==> config.mk <==
export PLATFORM = sky130hd
export DESIGN_NAME = spi_word_master
export DESIGN_NICKNAME = d
export VERILOG_FILES = /design/src/rtl/spi_wm_pkg.sv /design/src/rtl/spi_wm_fifo.sv /design/src/rtl/spi_wm_shifter.sv /design/src/rtl/spi_word_master.sv
export SDC_FILE = /design/constraint.sdc
export NUM_CORES = 1
export LEC_CHECK = 0
export BUFFER_PORTS_ARGS = -buffer_cell sky130_fd_sc_hd__buf_2
export CORE_MARGIN = 1
export CORE_UTILIZATION = 35
export CTS_BUF_LIST = sky130_fd_sc_hd__clkbuf_4 sky130_fd_sc_hd__clkbuf_8 sky130_fd_sc_hd__clkbuf_16
export CTS_CLUSTER_DIAMETER = 50
export CTS_CLUSTER_SIZE = 28
export DETAILED_ROUTE_END_ITERATION = 8
export PLACE_DENSITY = 0.51
export SLEW_MARGIN = 25
export SYNTH_ARGS = -nofsm -noshare
export SYNTH_HDL_FRONTEND = slang
export SYNTH_SLANG_ARGS = --single-unit
==> constraint.sdc <==
create_clock -name clk -period 3 [get_ports clk]
set_input_delay 0.45 -clock clk [delete_from_list [all_inputs] [get_ports clk]]
set_output_delay 0.45 -clock clk [all_outputs]
set_load 0.02 [all_outputs]
==> src/rtl/spi_wm_pkg.sv <==
package spi_wm_pkg;
  localparam int REG_W = 32;
  localparam int LEN_W = 5;
  localparam int NCS   = 4;

  localparam logic [9:0] OFS_CMD   = 10'h000;
  localparam logic [9:0] OFS_DIV   = 10'h004;
  localparam logic [9:0] OFS_XFER  = 10'h010;
  localparam logic [9:0] OFS_FSTAT = 10'h014;
  localparam logic [9:0] OFS_TXP   = 10'h108;
  localparam logic [9:0] OFS_RXP   = 10'h188;

  localparam int B_GO     = 31;
  localparam int B_READY  = 30;
  localparam int B_RX_UNR = 4;
  localparam int B_RX_OVF = 5;
  localparam int B_TX_UNR = 6;
  localparam int B_TX_OVF = 7;
  localparam int B_ERR    = 8;

  typedef struct packed {
    logic             master;
    logic [1:0]       mode;    // [1] = CPOL, [0] = CPHA
    logic [1:0]       cs_idx;
    logic [NCS-1:0]   cs_pol;
    logic             sw_cs;
    logic             sw_lvl;
    logic             rx_en;
    logic             tx_en;
    logic [LEN_W-1:0] len;
  } cmd_t;

  function automatic cmd_t word_to_cmd(logic [REG_W-1:0] w);
    cmd_t c;
    c.master = w[30];
    c.mode   = w[29:28];
    c.cs_idx = w[27:26];
    c.cs_pol = w[25:22];
    c.sw_cs  = w[21];
    c.sw_lvl = w[20];
    c.rx_en  = w[12];
    c.tx_en  = w[11];
    c.len    = w[4:0];
    return c;
  endfunction

  function automatic logic [REG_W-1:0] cmd_to_word(cmd_t c);
    return {1'b0, c.master, c.mode, c.cs_idx, c.cs_pol, c.sw_cs, c.sw_lvl,
            7'b0, c.rx_en, c.tx_en, 6'b0, c.len};
  endfunction
endpackage

==> src/rtl/spi_wm_fifo.sv <==
module spi_wm_fifo #(
  parameter int W     = 32,
  parameter int DEPTH = 4
) (
  input  logic         clk,
  input  logic         rst,
  input  logic         push,
  input  logic         pop,
  input  logic [W-1:0] din,
  output logic [W-1:0] dout,
  output logic         empty,
  output logic         full
);
  localparam int PW = (DEPTH > 1) ? $clog2(DEPTH) : 1;
  localparam int CW = $clog2(DEPTH + 1);

  logic [W-1:0]  mem [DEPTH];
  logic [PW-1:0] wr_ptr, rd_ptr;
  logic [CW-1:0] count;

  wire do_push = push && !full;
  wire do_pop  = pop && !empty;

  function automatic logic [PW-1:0] bump(logic [PW-1:0] p);
    return (p == PW'(DEPTH - 1)) ? '0 : p + 1'b1;
  endfunction

  always_ff @(posedge clk) begin
    if (do_push) mem[wr_ptr] <= din;
  end

  always_ff @(posedge clk) begin
    if (rst) begin
      wr_ptr <= '0;
      rd_ptr <= '0;
      count  <= '0;
    end else begin
      if (do_push) wr_ptr <= bump(wr_ptr);
      if (do_pop)  rd_ptr <= bump(rd_ptr);
      if (do_push && !do_pop)      count <= count + 1'b1;
      else if (do_pop && !do_push) count <= count - 1'b1;
    end
  end

  assign dout  = mem[rd_ptr];
  assign empty = (count == '0);
  assign full  = (count == CW'(DEPTH));
endmodule

==> src/rtl/spi_wm_shifter.sv <==
module spi_wm_shifter #(
  parameter int DW    = 32,
  parameter int LW    = 5,
  parameter int DIV_W = 8
) (
  input  logic             clk,
  input  logic             rst,
  input  logic             start,
  input  logic [1:0]       mode,
  input  logic [LW-1:0]    len,
  input  logic [DW-1:0]    word,
  input  logic [DIV_W-1:0] div,
  input  logic             cpol_idle,
  input  logic             miso,
  output logic             sclk,
  output logic             mosi,
  output logic             busy,
  output logic             done,
  output logic [DW-1:0]    rx_word
);
  logic             busy_q, done_q, sclk_q, cpha_q;
  logic [DIV_W-1:0] half_cnt, div_q;
  logic [LW:0]      edge_cnt, last_q;
  logic [DW-1:0]    tx_sr, rx_sr;

  // Even edge index = leading edge; sampling edge is leading when CPHA=0.
  wire lead_edge   = ~edge_cnt[0];
  wire sample_edge = lead_edge ^ cpha_q;

  always_ff @(posedge clk) begin
    if (rst) begin
      busy_q   <= 1'b0;
      done_q   <= 1'b0;
      sclk_q   <= 1'b0;
      cpha_q   <= 1'b0;
      half_cnt <= '0;
      div_q    <= '0;
      edge_cnt <= '0;
      last_q   <= '0;
      tx_sr    <= '0;
      rx_sr    <= '0;
    end else begin
      done_q <= 1'b0;
      if (!busy_q) begin
        sclk_q <= cpol_idle;
        if (start) begin
          busy_q   <= 1'b1;
          cpha_q   <= mode[0];
          sclk_q   <= mode[1];
          tx_sr    <= word << (DW - 1 - int'(len));
          rx_sr    <= '0;
          edge_cnt <= '0;
          half_cnt <= div;
          div_q    <= div;
          last_q   <= {len, 1'b1};
        end
      end else if (half_cnt != '0) begin
        half_cnt <= half_cnt - 1'b1;
      end else begin
        half_cnt <= div_q;
        sclk_q   <= ~sclk_q;
        edge_cnt <= edge_cnt + 1'b1;
        if (sample_edge)
          rx_sr <= {rx_sr[DW-2:0], miso};
        else if (edge_cnt != '0)
          tx_sr <= tx_sr << 1;
        if (edge_cnt == last_q) begin
          busy_q <= 1'b0;
          done_q <= 1'b1;
        end
      end
    end
  end

  assign sclk    = sclk_q;
  assign mosi    = tx_sr[DW-1];
  assign busy    = busy_q;
  assign done    = done_q;
  assign rx_word = rx_sr;
endmodule

==> src/rtl/spi_word_master.sv <==
module spi_word_master
  import spi_wm_pkg::*;
#(
  parameter int AW    = 10,
  parameter int DEPTH = 4,
  parameter int DIV_W = 8
) (
  input  logic              clk,
  input  logic              rst,
  input  logic              bus_wr,
  input  logic              bus_rd,
  input  logic [AW-1:0]     bus_addr,
  input  logic [REG_W-1:0]  bus_wdata,
  output logic [REG_W-1:0]  bus_rdata,
  output logic              sclk,
  output logic              mosi,
  input  logic              miso,
  output logic [NCS-1:0]    cs_n
);
  cmd_t             cmd_q, cmd_nx;
  logic [DIV_W-1:0] div_q;
  logic             ready_q, rx_en_run;
  logic             rx_unr, rx_ovf, tx_unr, tx_ovf, err_q;
  logic [REG_W-1:0] rdata_q;
  logic [NCS-1:0]   cs_n_q;

  logic             tx_empty, tx_full, rx_empty, rx_full;
  logic [REG_W-1:0] tx_dout, rx_dout, eng_rx;
  logic             eng_busy, eng_done;

  wire sel_cmd   = (bus_addr == AW'(OFS_CMD));
  wire sel_div   = (bus_addr == AW'(OFS_DIV));
  wire sel_xfer  = (bus_addr == AW'(OFS_XFER));
  wire sel_fstat = (bus_addr == AW'(OFS_FSTAT));
  wire sel_txp   = (bus_addr == AW'(OFS_TXP));
  wire sel_rxp   = (bus_addr == AW'(OFS_RXP));

  wire  wr_cmd = bus_wr && sel_cmd;
  cmd_t cmd_w;
  assign cmd_w  = word_to_cmd(bus_wdata);
  assign cmd_nx = wr_cmd ? cmd_w : cmd_q;

  wire go        = wr_cmd && bus_wdata[B_GO] && cmd_w.master && !eng_busy;
  wire tx_take   = go && cmd_w.tx_en && !tx_empty;
  wire tx_unr_st = go && cmd_w.tx_en && tx_empty;
  wire tx_push   = bus_wr && sel_txp && !tx_full;
  wire tx_ovf_st = bus_wr && sel_txp && tx_full;
  wire rx_rd     = bus_rd && sel_rxp;
  wire rx_pop    = rx_rd && !rx_empty;
  wire rx_unr_st = rx_rd && rx_empty;
  wire rx_push   = eng_done && rx_en_run && !rx_full;
  wire rx_ovf_st = eng_done && rx_en_run && rx_full;
  wire any_err   = tx_unr_st | tx_ovf_st | rx_unr_st | rx_ovf_st;
  wire run       = go || eng_busy;

  wire w1c_f = bus_wr && sel_fstat;

  spi_wm_fifo #(.W(REG_W), .DEPTH(DEPTH)) u_txq (
    .clk(clk), .rst(rst), .push(tx_push), .pop(tx_take), .din(bus_wdata),
    .dout(tx_dout), .empty(tx_empty), .full(tx_full));

  spi_wm_fifo #(.W(REG_W), .DEPTH(DEPTH)) u_rxq (
    .clk(clk), .rst(rst), .push(rx_push), .pop(rx_pop), .din(eng_rx),
    .dout(rx_dout), .empty(rx_empty), .full(rx_full));

  spi_wm_shifter #(.DW(REG_W), .LW(LEN_W), .DIV_W(DIV_W)) u_eng (
    .clk(clk), .rst(rst), .start(go), .mode(cmd_w.mode), .len(cmd_w.len),
    .word(tx_take ? tx_dout : '0), .div(div_q), .cpol_idle(cmd_q.mode[1]),
    .miso(miso), .sclk(sclk), .mosi(mosi), .busy(eng_busy), .done(eng_done),
    .rx_word(eng_rx));

  always_ff @(posedge clk) begin
    if (rst) begin
      cmd_q     <= '0;
      div_q     <= '0;
      ready_q   <= 1'b0;
      rx_en_run <= 1'b0;
      rx_unr    <= 1'b0;
      rx_ovf    <= 1'b0;
      tx_unr    <= 1'b0;
      tx_ovf    <= 1'b0;
      err_q     <= 1'b0;
    end else begin
      cmd_q <= cmd_nx;
      if (bus_wr && sel_div) div_q <= bus_wdata[DIV_W-1:0];
      if (go) rx_en_run <= cmd_w.rx_en;
      ready_q <= eng_done | (ready_q & ~(bus_wr && sel_xfer && bus_wdata[B_READY]));
      rx_unr  <= rx_unr_st | (rx_unr & ~(w1c_f && bus_wdata[B_RX_UNR]));
      rx_ovf  <= rx_ovf_st | (rx_ovf & ~(w1c_f && bus_wdata[B_RX_OVF]));
      tx_unr  <= tx_unr_st | (tx_unr & ~(w1c_f && bus_wdata[B_TX_UNR]));
      tx_ovf  <= tx_ovf_st | (tx_ovf & ~(w1c_f && bus_wdata[B_TX_OVF]));
      err_q   <= any_err   | (err_q  & ~(w1c_f && bus_wdata[B_ERR]));
    end
  end

  always_ff @(posedge clk) begin
    if (rst) begin
      rdata_q <= '0;
    end else if (bus_rd) begin
      unique case (1'b1)
        sel_cmd:   rdata_q <= cmd_to_word(cmd_q);
        sel_div:   rdata_q <= REG_W'(div_q);
        sel_xfer:  rdata_q <= REG_W'(ready_q) << B_READY;
        sel_fstat: rdata_q <= {23'b0, err_q, tx_ovf, tx_unr, rx_ovf, rx_unr,
                               tx_full, tx_empty, rx_full, rx_empty};
        sel_rxp:   rdata_q <= rx_empty ? '0 : rx_dout;
        default:   rdata_q <= '0;
      endcase
    end
  end

  for (genvar g = 0; g < NCS; g++) begin : g_cs
    wire act = (cmd_nx.cs_idx == 2'(g)) && (cmd_nx.sw_cs ? !cmd_nx.sw_lvl : run);
    always_ff @(posedge clk) begin
      if (rst) cs_n_q[g] <= 1'b1;
      else     cs_n_q[g] <= cmd_nx.cs_pol[g] ? act : ~act;
    end
  end

  assign bus_rdata = rdata_q;
  assign cs_n      = cs_n_q;
endmodule

==> out/results.ini, run 1 <==
[worst_setup_path]
cp_cell_sequence=buf_12, mux4_2, mux2_2, mux2i_1, o22ai_1, a2111oi_0, nor3_1
crit_type=flop to flop
rrSetupSlack_ns=0.08
cp_slowest_cell=mux4_2
crit_arrival_ns=3.38
worstPathMaxFanout=17
worstSetupEndpointType=flop
max_stage_delay_ns=0.62
cp.required_ns=3.46
startpoint_type=flop

[placed_design]
io_buffers=84
routabilityCongestion=0.937
place_area_um2=20900
dp_hpwl_um=35700

[sta]
rsz0062_at_grt=false
holdWs_ns=0.0604
final-hold-violation-count=0
fin_skew_ns=0.0454
fin_setup_tns_ns=0
max_slew.worst_pin.slew_ns=0.793
fmaxAchievable_mhz=342
slew_headroom_pct=47.1
period_minus_slack_ns=2.92
finalMaxSlewViolations=0
finalSetupViolations=0
fin_crit_sh_pct=97.4

[die]
initial_utilization_pct=35.4
die_w_um=235
die_y_um=235
die-area_um2=55400
num_rows=85
ios=85
core_um2=53800

[power_and_ir_drop]
max-vdd-ir-drop_v=0.000451
finalPower_mw=13.1
power.leakage_nw=7.56
p_per_area_nw_per_um2=578

[synthesis]
syn_inst=1559
synth_area_um2=19100
synthDistinctLibCells=67
ys_seq_elements=439
synth.avg_cell_area_um2=12.2
synth_async_sr_flop_share_pct=0
yosysSeqAreaShare_pct=59.5
synthFlopType=edfxtp_1
ys_top_cells_by_area=edfxtp_1, dfxtp_1, mux4_2, a21oi_1, nand2_1
yosys.area.top_type=edfxtp_1
syn-num-nets=1624
ys_warn_count=0
yosysTopAreaCellShare_pct=40.3
synth_enable_flop_cells=256

[clock_network]
cts_resized=0
cts_tree=done
hold_buffers=0
clockRootBuffer=clkbuf_16
clock_path_buffers=3
clk_latency_ns=0.62
cts.sinks=439
cts_setup_buffers=0
path_clk_slew_ns=0.07
cts_buffers=47
htree_num_levels=2

[final_layout]
area_delta_synth_final_pct=18.5
final_area_um2=22600
diodes=0
layout_commonest_cell=edfxtp_1
finalNetCount=1744
final_layout_size_suffix_gt1_share_pct=22.8
final_cell_mix=edfxtp_1, dfxtp_1, nand2_1
nFillCells=5116

[routing]
drt_first_iter_violations=1251
via_per_inst=5.50
wire_per_inst_um=22.4
ant_nets=0
drc_errors=0
firstDrtPassIters=7
vias=13300
wirelength_um=54100

[global_routing]
grt_first_pass_wirelength_um=83300
overflow=0
grt_usage_pct=19.6
grt_pass1_vias=13400
grt_max_degree=99
antenna_found_initial=1

[job]
max_cap_viol_count=0

[min_path]
hp-class=input port to flop

[run_status]
status=completed

-- logic make-up (layout without fill, tap and decap cells) --
family | Yosys count | after routing | share of synthesized area [%]
flops | 439 | 439 | 59.5
xor+xnor | 20 | 20 | 0.919
compound gates | 320 | 320 | 10.8
fa+ha+maj | 18 | 18 | 1.26
mux | 143 | 143 | 13.0
simple gates | 487 | 487 | 11.9
buf+inv | 132 | 291 | 2.66
-- per-layer routing --
layer | wire length, µm | track usage, % | up-vias
met5 | 10 | 0 | -
met4 | 1500 | 6.60 | 2
met3 | 2830 | 3.55 | 96
met2 | 25100 | 31.2 | 335
met1 | 24700 | 27.0 | 6647
li1 | - | - | 6198
-- final timing paths --
| path | from | end | cells after the start |
|---|---|---|---|
| max reg2reg | flop | u_eng.tx_sr[11] | 7 |
| min reg2reg | u_eng.div_q[3] | u_eng.div_q[3] | 2 |
| max | flop | u_eng.tx_sr[11] | 7 |
| min | bus_wdata[13] | u_txq.mem[3][13] | 1 |
-- cell type report --
| type | count | area, µm² | area share [%] |
|---|---|---|---|
| Clock buffer | 53 | 1270 | 5.62 |
| Clock inverter | 35 | 439 | 1.94 |
| Inverter | 21 | 78.8 | 0.349 |
| Multi-Input combinational cell | 988 | 7240 | 32.1 |
| Sequential cell | 439 | 11400 | 50.3 |
| Tap cell | 696 | 871 | 3.86 |
| Timing Repair Buffer | 182 | 1340 | 5.92 |
-- worst max-delay path, delay by kind of cell (launching register included) --
family	cells	cell delay (ns)
mux	3	1.26
compound gates	2	0.80
flops	1	0.41
buf+inv	1	0.21
simple gates	1	0.08
-- metrics by stage --
stage	cells	worst slack, ns	utilization [%]
after floorplan	1559	0.0634	-
after global placement	2326	-0.175	38.8
after detailed placement	2326	-0.182	38.8
after CTS	2414	0.122	42.0
after global routing	2414	0.0152	42.0
final	2414	0.0776	42.0
-- where the power goes --
group	internal, mW	switching, mW
sequential	6.34	0.00989
combinational	0.165	0.329
clock	3.40	2.82
-- state kept, by name, summed over array words and instances, names as in the netlist, 3 cells and up, named ones only --
| signal | cells |
|---|---|
| div_q | 8 |
| u_eng.edge_cnt | 6 |
| u_rxq.mem | 128 |
| u_eng.div_q | 8 |
| cmd_q | 18 |
| u_eng.rx_word | 32 |
| u_eng.tx_sr | 32 |
| u_eng.half_cnt | 8 |
| u_eng.last_q | 6 |
| bus_rdata | 32 |
| cs_n | 4 |
| u_txq.count | 3 |
| u_rxq.count | 3 |
| u_txq.mem | 128 |
-- cells in the mapped netlist, drive strengths merged, types with 3 or more instances --
library cell	instances
o21ai	37
a31oi	13
nor4	13
a211oi	19
or4	7
o21a	3
o211ai	9
a22oi	24
nand2	163
nand4	13
nor2	117
and3	5
o22ai	5
xnor2	12
o22a	3
and2	15
dfxtp	183
a22o	10
a32oi	3
buf	21
edfxtp	256
o31ai	4
nand2b	20
nor3b	3
mux2i	39
a21oi	129
or3	5
mux4	81
mux2	23
o2111ai	8
nor3	33
clkbuf	90
ha	16
a311oi	10
o21bai	5
nor2b	6
a2111oi	3
nand3	78
or2	3
o221ai	3
o41ai	4
xor2	8
a221oi	16
inv	20
Note: power is estimated with default switching activity, not from simulation.
==> inputs of run 2 (changes only) <==
--- a/config.mk
+++ b/config.mk
@@ -5,7 +5,9 @@
 export SDC_FILE = /design/constraint.sdc
 export NUM_CORES = 1
 export LEC_CHECK = 0
+export ABC_AREA = 1
 export BUFFER_PORTS_ARGS = -buffer_cell sky130_fd_sc_hd__buf_2
+export CORE_ASPECT_RATIO = 0.6
 export CORE_MARGIN = 1
 export CORE_UTILIZATION = 35
 export CTS_BUF_LIST = sky130_fd_sc_hd__clkbuf_4 sky130_fd_sc_hd__clkbuf_8 sky130_fd_sc_hd__clkbuf_16
==> run 2 against run 1 <==
  * First-iteration DRC count increased by 21%
  * Worst hold slack improved by 0.036 ns
  * Global-route usage is 0.17 points higher
  * Sequential share of layout area grew 2.0 points
  * Sequential power barely moved
  * Maximum frequency grew 8.8%
  * Critical path depth increased by 8
  * Final area fell by 3.8%
  * Non-clock buffer count is 30 lower
  * Wire length up 1.2%
==> out/results.ini, run 2 <==
[worst_setup_path]
cp.required_ns=3.46
cp_cell_sequence=inv_2, buf_12, buf_12, nor2_1, o22ai_1, nand4_1, nand2_1, nand2_1, nand2_1, nand2_1, nand3_1, nand2_1, o21ai_1, nand2_1, a21oi_1
max_stage_delay_ns=0.37
cpMostUsedCell=nand2_1
crit_type=flop to flop
cp_top_family=simple AND/OR/NAND/NOR gates
path_buf_inv=3
worstPathMaxFanout=24
cp_slowest_cell=dfxtp_2
crit_arrival_ns=3.15
startpoint_type=flop
worstSetupEndpointType=flop

[final_layout]
final_cell_mix=nand2_1, edfxtp_1, nor2_1
utilization_pct=41.0
final_area_um2=21700
final_layout_size_suffix_gt1_share_pct=11.5
area_delta_synth_final_pct=14.9
layout_commonest_cell=nand2_1
diodes=0
top_regs=u_rxq.mem x128, u_txq.mem x128
nFillCells=5190
finalNetCount=2163

[routing]
drc_errors=0
wire_per_inst_um=19.4
via_per_inst=5.26
drt_first_iter_violations=1509
ant_nets=0
wirelength_um=54700
vias=14900
firstDrtPassIters=5

[die]
die_w_um=302
die-area_um2=55000
die_y_um=182
num_rows=65
core_um2=52900
initial_utilization_pct=35.7
ios=85

[sta]
holdWs_ns=0.0959
finalMaxSlewViolations=0
fin_skew_ns=0.0351
period_minus_slack_ns=2.69
finalSetupViolations=0
final-hold-violation-count=0
max_slew.worst_pin.slew_ns=0.953
rsz0062_at_grt=false
fin_crit_sh_pct=89.5
slew_headroom_pct=36.4
fmaxAchievable_mhz=372
fin_setup_tns_ns=0

[placed_design]
routabilityCongestion=0.934
dp_hpwl_um=35900
place_area_um2=20400
io_buffers=84

[global_routing]
met2_usage_pct=26.8
grt_max_degree=119
antenna_found_initial=0
overflow=0
met3_usage_pct=3.35
grt_pass1_vias=13400
grt_first_pass_wirelength_um=83300
grt_usage_pct=19.8
top_usage_layer=met1
grt_use_met1_pct=32.1

[synthesis]
syn_inst=2034
ys_warn_count=0
synth_most_common_cell=nand2_1
synth_enable_flop_cells=256
yosys.area.top_type=edfxtp_1
yosysTopAreaCellShare_pct=40.6
ys_top_cells_by_area=edfxtp_1, dfxtp_1, nand2_1, o21ai_0, nor2_1
synth_async_sr_flop_share_pct=0
synth_common_cells=nand2_1, edfxtp_1, nor2_1
synth.avg_cell_area_um2=9.30
yosysSeqAreaShare_pct=60.0
synthDistinctLibCells=47
ys_seq_elements=439
synthFlopType=edfxtp_1
syn-num-nets=2099
synth_area_um2=18900

[clock_network]
cts_tree=done
cts_buffers=37
cts_resized=0
clock_path_buffers=3
clk_latency_ns=0.57
htree_num_levels=2
path_clk_slew_ns=0.08
cts_setup_buffers=0
hold_buffers=0
clockRootBuffer=clkbuf_16
cts.sinks=439

[run_status]
status=completed

[min_path]
hp-class=input port to flop

[power_and_ir_drop]
p_per_area_nw_per_um2=544
power.leakage_nw=8.01
finalPower_mw=11.8
max-vdd-ir-drop_v=0.000402

[job]
max_cap_viol_count=0

==> run 2: changes by cell type after synthesis, moves of 25 or more <==
cell | previous run | this run
o21ai_0 | 35 | 177
mux4_2 | 81 | 0
inv_1 | 18 | 90
nor2_1 | 117 | 222
nand3_1 | 78 | 123
a21oi_1 | 129 | 161
nand2_1 | 163 | 448
o22ai_1 | 5 | 53
nor3_1 | 32 | 7
==> run 2: path summary, 6_finish.rpt <==
kind | depth (start not counted) | from | end | slack, ns
setup / recovery | 15 | flop | u_eng.tx_sr[17] | 0.31
hold / removal | 1 | bus_wdata[19] | u_txq.mem[2][19] | 0.1
setup reg to reg | 15 | flop | u_eng.tx_sr[17] | 0.31
hold reg to reg | 2 | cmd_q[3] | cmd_q[3] | 0.46
==> run 2: worst reg2reg max path, cell delays in order, from the launching register on <==
cell and delay [ns]:
dfxtp_2 0.37, inv_2 0.22, buf_12 0.22, buf_12 0.17
nor2_1 0.05, o22ai_1 0.31, nand4_1 0.16, nand2_1 0.14
nand2_1 0.07, nand2_1 0.12, nand2_1 0.07, nand3_1 0.09
nand2_1 0.06, o21ai_1 0.34, nand2_1 0.09, a21oi_1 0.12
==> run 2: logic make-up after synthesis <==
logic type	share of synthesized area [%]
muxes	0.899
xor gates and xnor gates	0.463
and+or+nand+nor	18.6
buffers and inverters	4.83
DFF	60.0
AOI/OAI and AO/OA	13.9
adders and majority gates	1.27
==> run 2: stage by stage <==
stage,instances,worst slack [ns]
finish,2828,0.315
global route,2828,0.125
CTS,2828,0.405
detailed placement,2762,0.130
global placement,2762,0.227
floorplan,2034,0.0421
==> run 2: power breakdown <==
| group | total [mW] | switching (mW) | internal (mW) | leakage [nW] |
|---|---|---|---|---|
| clock network | 5.15 | 2.54 | 2.61 | 0.620 |
| registers | 6.33 | 0.00371 | 6.33 | 3.81 |
| logic | 0.345 | 0.263 | 0.0823 | 3.59 |
==> run 2: metal layers <==
metal | part of all wire (%) | up-vias | wire length, µm
li1 | - | 7207 | -
met1 | 51 | 7149 | 28100
met2 | 40 | 450 | 21800
met3 | 7.2 | 60 | 3920
met4 | 1.6 | 0 | 903
met5 | 0 | - | 0
==> run 2: area by class of cell <==
class,instances,area [µm²],share of cell area (%)
Clock inverter,28,354,1.63
Timing Repair Buffer,152,1110,5.10
Tap cell,703,880,4.05
Clock buffer,38,933,4.30
Inverter,102,383,1.76
Sequential cell,439,11400,52.2
Multi-Input combinational cell,1366,6720,30.9
==> inputs of run 3 (changes only) <==
--- a/config.mk
+++ b/config.mk
@@ -8,13 +8,13 @@
 export ABC_AREA = 1
 export BUFFER_PORTS_ARGS = -buffer_cell sky130_fd_sc_hd__buf_2
 export CORE_ASPECT_RATIO = 0.6
-export CORE_MARGIN = 1
 export CORE_UTILIZATION = 35
 export CTS_BUF_LIST = sky130_fd_sc_hd__clkbuf_4 sky130_fd_sc_hd__clkbuf_8 sky130_fd_sc_hd__clkbuf_16
 export CTS_CLUSTER_DIAMETER = 50
 export CTS_CLUSTER_SIZE = 28
 export DETAILED_ROUTE_END_ITERATION = 8
 export PLACE_DENSITY = 0.51
+export SETUP_SLACK_MARGIN = 0.4
 export SLEW_MARGIN = 25
 export SYNTH_ARGS = -nofsm -noshare
 export SYNTH_HDL_FRONTEND = slang
==> run 3 against run 2 <==
  * Core utilization is 0.23 points higher
  * Non-clock buffer count is 2 higher
  * Largest cell class unchanged
  * Worst hold slack worse by 0.0028 ns
  * Total power hardly changed
  * First-iteration DRC count is 3.0% lower
==> out/results.ini, run 3 (synthesis results as in run 2) <==
[power_and_ir_drop]
p_per_area_nw_per_um2=541
max-vdd-ir-drop_v=0.000406
finalPower_mw=11.8
power.leakage_nw=8.06

[routing]
firstDrtPassIters=5
wirelength_um=54900
via_per_inst=5.28
wire_per_inst_um=19.4
drc_errors=0
ant_nets=0
drt_first_iter_violations=1463
vias=14900

[clock_network]
htree_num_levels=2
cts_tree=done
hold_buffers=0
clockRootBuffer=clkbuf_16
cts_buffers=37
clk_latency_ns=0.57
clock_path_buffers=3
cts.sinks=439
path_clk_slew_ns=0.09

[worst_setup_path]
worstRegToRegCells=13
worstPathMaxFanout=16
cp.required_ns=3.47
crit_arrival_ns=2.95
rrSetupSlack_ns=0.52
crit_type=flop to flop
worstSetupEndpointType=flop
reg2reg_to=u_eng.tx_sr[31]
startpoint_type=flop

[final_layout]
diodes=0
nFillCells=5175
top_regs=u_rxq.mem x128, u_txq.mem x128
finalNetCount=2165
layout_commonest_cell=nand2_1
area_delta_synth_final_pct=15.5
final_layout_size_suffix_gt1_share_pct=12.4
final_cell_mix=nand2_1, edfxtp_1, nor2_1

[global_routing]
grt_first_pass_wirelength_um=83300
grt_usage_pct=19.8
grt_pass1_vias=13400
antenna_found_initial=0
overflow=0
grt_max_degree=119

[run_status]
status=completed

[sta]
finalMaxSlewViolations=0
max_slew.worst_pin.slew_ns=0.954
slew_headroom_pct=36.3
fin_skew_ns=0.0339
period_minus_slack_ns=2.48
rsz0062_at_grt=false
fin_crit_sh_pct=82.7
fmaxAchievable_mhz=403
finalSetupViolations=0
fin_setup_tns_ns=0
final-hold-violation-count=0

[die]
die-area_um2=55000
core_um2=52900
ios=85
die_y_um=182
initial_utilization_pct=35.7
num_rows=65
die_w_um=302

[placed_design]
dp_hpwl_um=35900
io_buffers=84
routabilityCongestion=0.934

[min_path]
whs_path_depth=1
hp-class=input port to flop
hold_end=u_txq.mem[2][19]
holdCritStartpoint=bus_wdata[19]

[job]
max_cap_viol_count=0

==> run 3: timing repair <==
| action | 4_1_cts | 5_1_grt |
|---|---|---|
| gates resized for setup | 0 | 24 |
| endpoints found under the setup margin | 0 | 28 |
| buffers inserted | 0 | 1 |
==> run 3: worst max path at each step <==
stage / to / slack [ns] / cells after the start
2_1_floorplan: u_txq.mem[0][0] / 0.04 / 7
3_3_place_gp: u_eng.tx_sr[26] / 0.23 / 16
3_5_place_dp: cs_n[1] / 0.13 / 12
4_1_cts: u_eng.tx_sr[26] / 0.40 / 14
5_1_grt: u_eng.tx_sr[28] / 0.38 / 14
6_report: u_eng.tx_sr[31] / 0.52 / 13
==> run 3: final cells by class <==
| type | count | area [µm²] | share of cell area, % |
|---|---|---|---|
| Inverter | 102 | 388 | 1.77 |
| Timing Repair Buffer | 154 | 1140 | 5.24 |
| Clock buffer | 38 | 933 | 4.27 |
| Clock inverter | 28 | 354 | 1.62 |
| Multi-Input combinational cell | 1366 | 6800 | 31.1 |
| Sequential cell | 439 | 11400 | 51.9 |
| Tap cell | 703 | 880 | 4.02 |
==> run 3: layer usage <==
layer  global-route usage [%]  part of all wire [%]
met1                     32.1                    51
met2                     26.8                    40
met3                     3.35                   7.4
met4                     4.20                   1.7
met5                        0                     0
==> run 3: metrics by stage <==
step | instance area, µm² | setup slack (ns) | std cells | hold WS, ns | utilization (%)
global route | 21900 | 0.378 | 2830 | 0.0868 | 41.3
finish | 21900 | 0.519 | 2830 | 0.0931 | 41.3
floorplan | 18900 | 0.0421 | 2034 | 0.429 | -
detailed placement | 20400 | 0.130 | 2762 | 0.447 | 38.6
CTS | 21700 | 0.405 | 2828 | 0.0701 | 41.0
global placement | 20400 | 0.227 | 2762 | 0.443 | 38.6
==> run 3: where the power goes <==
| group | internal [mW] | leakage, nW | total (mW) | switching (mW) |
|---|---|---|---|---|
| sequential | 6.33 | 3.81 | 6.33 | 0.00379 |
| clock | 2.61 | 0.620 | 5.15 | 2.54 |
| combinational | 0.0839 | 3.63 | 0.347 | 0.264 |
==> run 3: worst max-delay path, cell delays in order (launching register included) <==
cell	delay, ns
dfxtp_2	0.39
inv_6	0.15
buf_12	0.16
buf_4	0.15
o21ai_0	0.08
o22ai_1	0.46
nand3_1	0.18
nand2_1	0.13
nand2_1	0.08
nand3_1	0.11
nand3_1	0.11
nand3_1	0.18
nand3_1	0.09
a21oi_1	0.12
